[src/rtl/adc_cal_pkg.sv]
package adc_cal_pkg;

    // Calibration flags in register bit order: [2] gain, [1] linearity, [0] offset
    typedef struct packed {
        logic gain;
        logic lin;
        logic off;
    } cal_flags_t;

    // Fixed acceptance priority: offset, then gain, then linearity
    function automatic cal_flags_t cal_pick(input cal_flags_t req);
        cal_flags_t g;
        g = '0;
        if (req.off)       g.off  = 1'b1;
        else if (req.gain) g.gain = 1'b1;
        else if (req.lin)  g.lin  = 1'b1;
        return g;
    endfunction

endpackage

[src/rtl/sar_clk_div.sv]
module sar_clk_div #(
    parameter int DIV_W = 4
) (
    input  logic             clk,
    input  logic             rst_n,
    input  logic             load,
    input  logic [DIV_W-1:0] load_val,
    output logic [DIV_W-1:0] div_o,
    output logic             tick_o
);
    typedef struct packed {
        logic [DIV_W-1:0] div;
        logic [DIV_W-1:0] cnt;
    } div_st_t;

    div_st_t st_d, st_q;

    always_comb begin
        st_d = st_q;
        if (load) begin
            st_d.div = load_val;
            st_d.cnt = load_val;
        end else if (st_q.cnt == '0) begin
            st_d.cnt = st_q.div;
        end else begin
            st_d.cnt = st_q.cnt - 1'b1;
        end
    end

    always_ff @(posedge clk) begin
        if (!rst_n) begin
            st_q.div <= '1;
            st_q.cnt <= '1;
        end else begin
            st_q <= st_d;
        end
    end

    assign div_o  = st_q.div;
    assign tick_o = (st_q.cnt == '0);


    cnt_in_range_chk: assert property (@(posedge clk) disable iff (!rst_n)
        st_q.cnt <= st_q.div);


    tick_single_chk: assert property (@(posedge clk) disable iff (!rst_n)
        (tick_o && st_q.div != '0 && !load) |=> !tick_o);

endmodule

[src/rtl/cal_ctrl.sv]
module cal_ctrl
    import adc_cal_pkg::*;
(
    input  logic       clk,
    input  logic       rst_n,
    input  logic       wr_en,
    input  cal_flags_t wr_start,
    input  logic       wr_ext,
    input  logic       adc_idle,
    input  logic       cal_done,
    output cal_flags_t flags_o,
    output logic       ext_ref_o
);
    typedef struct packed {
        cal_flags_t run;
        logic       ext;
        logic       pend;
        logic       pend_val;
    } cal_st_t;

    cal_st_t st_d, st_q;
    logic    busy;
    logic    pend_now;
    logic    pend_val_now;

    assign busy = |st_q.run;

    always_comb begin
        st_d         = st_q;
        pend_now     = st_q.pend;
        pend_val_now = st_q.pend_val;
        if (!busy) begin
            if (wr_en) begin
                st_d.ext  = wr_ext;
                st_d.pend = 1'b0;
                if (adc_idle) st_d.run = cal_pick(wr_start);
            end
        end else begin
            if (wr_en) begin
                pend_now     = 1'b1;
                pend_val_now = wr_ext;
            end
            st_d.pend     = pend_now;
            st_d.pend_val = pend_val_now;
            if (cal_done) begin
                st_d.run  = '0;
                st_d.pend = 1'b0;
                if (pend_now) st_d.ext = pend_val_now;
            end
        end
    end

    always_ff @(posedge clk) begin
        if (!rst_n) begin
            st_q <= '0;
        end else begin
            st_q <= st_d;
        end
    end

    assign flags_o   = st_q.run;
    assign ext_ref_o = st_q.ext;


    one_cal_chk: assert property (@(posedge clk) disable iff (!rst_n)
        $onehot0(flags_o));


    not_idle_reject_chk: assert property (@(posedge clk) disable iff (!rst_n)
        (!busy && !adc_idle) |=> (flags_o == '0));


    done_clears_chk: assert property (@(posedge clk) disable iff (!rst_n)
        (busy && cal_done) |=> (flags_o == '0));


    run_hold_chk: assert property (@(posedge clk) disable iff (!rst_n)
        (busy && !cal_done) |=> $stable(flags_o));


    ref_frozen_chk: assert property (@(posedge clk) disable iff (!rst_n)
        (busy && !cal_done) |=> $stable(ext_ref_o));

endmodule

[src/rtl/adc_cal_ctrl.sv]
module adc_cal_ctrl
    import adc_cal_pkg::*;
#(
    parameter int DIV_W = 4,
    localparam int REG_W = DIV_W + 4
) (
    input  logic             clk,
    input  logic             rst_n,
    input  logic             reg_wr_en,
    input  logic [REG_W-1:0] reg_wr_data,
    output logic [REG_W-1:0] reg_rd_data,
    input  logic             adc_idle,
    input  logic             cal_done,
    output logic             cal_req_off,
    output logic             cal_req_gain,
    output logic             cal_req_lin,
    output logic             adc_busy,
    output logic             cal_ext_ref,
    output logic             sar_clk_en
);
    localparam int EXT_BIT = 3;

    logic [DIV_W-1:0] div_val;
    cal_flags_t       flags;
    cal_flags_t       start_bits;

    assign start_bits = cal_flags_t'(reg_wr_data[2:0]);

    sar_clk_div #(.DIV_W(DIV_W)) u_div (
        .clk      (clk),
        .rst_n    (rst_n),
        .load     (reg_wr_en),
        .load_val (reg_wr_data[REG_W-1:4]),
        .div_o    (div_val),
        .tick_o   (sar_clk_en)
    );

    cal_ctrl u_cal (
        .clk       (clk),
        .rst_n     (rst_n),
        .wr_en     (reg_wr_en),
        .wr_start  (start_bits),
        .wr_ext    (reg_wr_data[EXT_BIT]),
        .adc_idle  (adc_idle),
        .cal_done  (cal_done),
        .flags_o   (flags),
        .ext_ref_o (cal_ext_ref)
    );

    assign reg_rd_data  = {div_val, cal_ext_ref, flags};
    assign cal_req_off  = flags.off;
    assign cal_req_gain = flags.gain;
    assign cal_req_lin  = flags.lin;
    assign adc_busy     = |flags;


    busy_matches_req_chk: assert property (@(posedge clk) disable iff (!rst_n)
        adc_busy == (cal_req_off || cal_req_gain || cal_req_lin));


    div_load_chk: assert property (@(posedge clk) disable iff (!rst_n)
        reg_wr_en |=> (reg_rd_data[REG_W-1:4] == $past(reg_wr_data[REG_W-1:4])));

endmodule

[config.mk]
export PLATFORM = sky130hd
export DESIGN_NAME = adc_cal_ctrl
export DESIGN_NICKNAME = d
export VERILOG_FILES = /design/src/rtl/adc_cal_pkg.sv /design/src/rtl/sar_clk_div.sv /design/src/rtl/cal_ctrl.sv /design/src/rtl/adc_cal_ctrl.sv
export SDC_FILE = /design/constraint.sdc
export NUM_CORES = 1
export LEC_CHECK = 0
export ABC_CLOCK_PERIOD_IN_PS = 4100
export CORE_MARGIN = 2
export CORE_UTILIZATION = 40
export DETAILED_ROUTE_END_ITERATION = 7
export PLACE_DENSITY = 0.74
export SYNTH_ARGS = -nofsm -noshare
export SYNTH_HDL_FRONTEND = slang
export SYNTH_SLANG_ARGS = --single-unit
[constraint.sdc]
create_clock -name clk -period 4.1 [get_ports clk]
set_input_delay 0.615 -clock clk [delete_from_list [all_inputs] [get_ports clk]]
set_output_delay 0.615 -clock clk [all_outputs]
set_load 0.005 [all_outputs]
# After elaboration in Yosys (flattened, before gate mapping)
# Cells that the tools add are included.
totals:
  in_bits: 13
  regBits: 14
  output_inout_bits: 14
  word_cells: 32
classes:
  mux: 15
  n_reduce_logical: 6
  eq_ne: 2
  n_addsub: 1
ops:
  columns: ["op", "n"]
  rows:
  - ["$mux 5", 3]
  - ["$mux 1", 8]
  - ["$mux 4", 2]
  - ["$reduce_and 3->1", 2]
  - ["$logic_not 4->1", 1]
  - ["$reduce_bool 2->1", 2]
  - ["$sub 4x1->4 const B", 1]
  - ["$mux 3", 1]
  - ["$reduce_or 3->1", 1]
  - ["$mux 2", 1]
  - ["$ne 2x1->1 const B", 1]
  - ["$ne 2x2->1 const B", 1]

# Logic depth before layout (Yosys ltp)
logic_depth:
  depth_word: 6
  mapped_depth: 5
  mapped_depth_nobuf: 5

# Cells and area by module
# Synthesis repeated with hierarchy kept, for this count alone.
unflattened:
  hier_cells: 84
  hier_area_um2: 777.0
by_module_without_submodules:
  columns: ["module", "n_inst", "cells_each", "area_each_um2"]
  rows:
  - ["sar_clk_div", 1, 42, 395.4]
  - ["cal_ctrl", 1, 37, 345.3]
  - ["adc_cal_ctrl", 1, 5, 36.3]

# Worst setup path before layout
# OpenSTA, ideal clock, no wires.
synth_path:
  path_type: "register to output"
  start: "register u_div.st_q[0] (netlist name)"
  end: "output port sar_clk_en"
  path_stages_with_launch: 5
  path_slack_ns: 2.456
  path_buffers: 0
  arrival_time_ns: 1.029
  required_ns: 3.485
  cell_sequence: "dfxtp_1 inv_1 ha_1 or3b_4 inv_1"
synth_via:
  elab_chain_len: 1
synth_rtl:
  columns: ["item", "line", "text"]
  rows:
  - ["from (decl)", "sar_clk_div.sv:16", "div_st_t st_d, st_q;"]
  - ["from (signal assigned)", "sar_clk_div.sv:35", "st_q <= st_d;"]
  - ["$logic_not 4->1", "sar_clk_div.sv:40", "assign tick_o = (st_q.cnt == '0);"]
  - ["to (decl)", "adc_cal_ctrl.sv:19", "output logic sar_clk_en"]
# Every way passes these cells.

# Worst setup path after layout
# Ends and elaborated chain as after synthesis.

==> run_results.csv <==
group,metric,value,unit
power_and_ir_drop,power_density,309,mW/mm^2
place,dpl_cell_area,953,sq um
cells_and_area,diodes,0,
outcome,status,"finished, final reports clean",
clock_network,cts_setup_buffers,0,
power_and_ir_drop,seq_power_share,49.5,%
worst_hold_path,min_path_type,"reg -> reg",
cells_and_area,layout.cells.non_filler,126,
setup_path,cp_data_required_time,3.48,ns
clock_network,clockBufferDepth,2,
die,die_x,46.9,um
die,die_h,46.9,um
run,cap_violations,0,
synth,synth_flop_cell,"dfxtp_1",
setup_path,critPathTopFamily,"buffers and inverters",
power_and_ir_drop,internal_power,0.233,mW
worst_hold_path,min_from,"u_div.div_o[3]",
place,place_ws,1.91,ns
cells_and_area,final_cell_mix,"26 x clkdlybuf4s50_1, 14 x dfxtp_1, 7 x inv_1",
place,dp_hpwl,1080,um
clock_network,cts.repair.resized,0,
grt,grt_pass1_vias,591,
synth,yosys_register_bits,14,
sta,final_hold_viol_count,0,
synth,synth_top_area_cell,"dfxtp_1",
routing,vias,610,
grt,grt_pass1_wl,2480,um
power_and_ir_drop,swShare,23.7,%
grt,grt_start_max_net_pins,22,
setup_path,r2r-end,"u_div.st_q[1]",
synth,yosysUniqueCellTypes,33,
synth,synth_edf_count,0,
setup_path,max_stage_delay,0.49,ns
synth,synth_nets,96,
sta,final_max_slew_viol_count,0,
die,core-area,0.00173,sq mm
clock_network,h-tree-depth,1,
synth,synth.area.top_cells,"dfxtp_1 38%, buf_4 8.2%, o21ai_0 4.1%",
cells_and_area,layout_commonest_cell,"clkdlybuf4s50_1",
sta,fin_ws,1.62,ns
power_and_ir_drop,pwr-share-comb,18.4,%
sta,tightest_slew,0.662,ns
clock_network,clock_latency,0.28,ns
synth,ys_warn_count,0,
synth,syn_area,734,sq um
die,rows,15,
sta,rsz0062_at_grt,"false",
power_and_ir_drop,p_leak,0.422,nW
setup_path,critPathKind,"reg -> out",
setup_path,cp_common_cell,"inv_1",
synth,syn_area_per_cell,8.96,sq um
setup_path,worstReg2RegStart,"u_div.st_q[0]",
clock_network,cts_tree,"built",
setup_path,crit_chain,"inv_1 -> ha_1 -> or3b_4 -> inv_1 -> clkdlybuf4s50_1",
power_and_ir_drop,p_sw,0.0726,mW
power_and_ir_drop,clock_power_share,32.1,%
synth,synth_top_area_share,38.2,%
routing,drt-vias-per-instance,4.84,
setup_path,cp_slowest_cell,"clkdlybuf4s50_1",
setup_path,crit_buf_inv,3,
worst_hold_path,whs_path_depth,2,
setup_path,path_max_fanout,5,
grt,antenna_found_initial,0,
synth,async_flop_share,0,%
setup_path,crit_path_start_kind,"flop",
clock_network,cts_made_buffers,3,
place,dp_cells,122,
synth,yosysSeqAreaShare,38.2,%
grt,grt_use_total,15.9,%
setup_path,end_kind,"output pin",
cells_and_area,syn_to_final_growth,34.8,%
clock_network,clkSinkCount,14,
place,io_buffers,26,
sta,period_needed,2.48,ns
sta,fin_skew,0.0100,ns
setup_path,arrival,1.86,ns
routing,route.detailed.drc,0,
clock_network,postCtsHoldBufs,0,
clock_network,cts_root_buffer,"clkbuf_4",
die,initial_core_util,42.5,%
power_and_ir_drop,peakVddDrop,0.000130,V
sta,tns,0,ns
setup_path,r2r_slack,2.58,ns
cells_and_area,drive_gt1_share,9.90,%
setup_path,ff2ff_path_depth,5,
routing,routedWlPerCell,11.4,um
grt,overflow,0,
worst_hold_path,min_to,"u_div.div_o[3]",
sta,setup_violations,0,
die,pin_count,27,
routing,antenna_left,0,
routing,drt_iter0_drc,12,
clock_network,path_clk_slew,0.09,ns
place,place.gp.congestion,0.722,
routing,drtPass1Iterations,4,
synth,syn_inst,82,
sta,relSlewSlack,55.7,%
sta,finalCritPeriodShare,60.4,%
die,die_area,0.00219,sq mm
cells_and_area,stdcell_area,990,sq um
routing,wirelength,1440,um
sta,fmax,404,MHz
cells_and_area,fin_nets,116,
[sequential cells by signal (all words and copies together) (netlist names)]
signal,cells
u_cal.st_q,2
u_div.st_q,4
u_cal.flags_o,3
u_cal.ext_ref_o,1
u_div.div_o,4
[how the worst max path moves through the flow]
stage                 endpoint  cells after the start           from
floorplan           sar_clk_en                      4  u_div.st_q[0]
global placement    sar_clk_en                      5  u_div.st_q[0]
detailed placement  sar_clk_en                      5  u_div.st_q[0]
CTS                 sar_clk_en                      5  u_div.st_q[0]
global route        sar_clk_en                      5  u_div.st_q[0]
finish              sar_clk_en                      5  u_div.st_q[0]
[synthesized netlist by cell type, types with 2 or more instances]
| master | instances |
|---|---|
| a21oi_1 | 2 |
| dfxtp_1 | 14 |
| nor2b_1 | 4 |
| o21ai_0 | 6 |
| clkbuf_1 | 2 |
| inv_1 | 7 |
| mux2i_1 | 2 |
| nand2b_1 | 3 |
| a21boi_1 | 4 |
| buf_4 | 8 |
| o21a_1 | 3 |
| nand2_1 | 4 |
| o211ai_1 | 2 |
| nor4_1 | 2 |
[tightest hold or removal path: cells and delay by family (launching register included)]
kind	cells	cell delay (ns)
AOI/OAI and AO/OA	1	0.06
DFF	1	0.33
buffers and inverters	1	0.05
[power by group through the flow]
stage	clock (mW)	sequential, mW	combinational, mW
after floorplan	0	0.153	0.0331
after global placement	0	0.155	0.0555
after detailed placement	0	0.155	0.0565
after CTS	0.102	0.152	0.0569
after global routing	0.111	0.153	0.0629
final	0.0982	0.151	0.0562
[per-stage QoR]
step | utilization [%] | hold WS (ns) | power [mW]
3_5_place_dp | 55.2 | 0.473 | 0.211
5_1_grt | 57.3 | 0.523 | 0.327
6_report | 57.3 | 0.477 | 0.306
3_3_place_gp | 55.2 | 0.463 | 0.210
2_1_floorplan | - | 0.443 | 0.186
4_1_cts | 57.3 | 0.487 | 0.311
[per-layer routing]
layer / routed length [um] / GRT usage [%] / part of all wire [%] / vias to the layer above
met5: 0 / 0 / 0 / -
met3: 75 / 3.46 / 5.2 / 0
met1: 680 / 20.5 / 47 / 275
met2: 681 / 25.5 / 47 / 19
met4: 0 / 6.67 / 0 / 0
li1: - / - / - / 316
[cell type report]
type                    count  area, sq um
inverters                   8         30.0
clock buffers               4         36.3
well taps                  25         31.3
flip-flops and latches     14          280
fillers                   162          737
repair buffers             26          260
multi-input cells          49          352
[cell families (layout without fill, tap and decap cells)]
group,Yosys count,in the layout,synth area share (%)
compound gates,23,23,20.8
fa+ha+maj,1,1,1.70
buf+inv,19,38,14.0
flops,14,14,38.2
mux,5,5,7.84
simple gates,20,20,17.5
(Power assumes the default switching activity.)
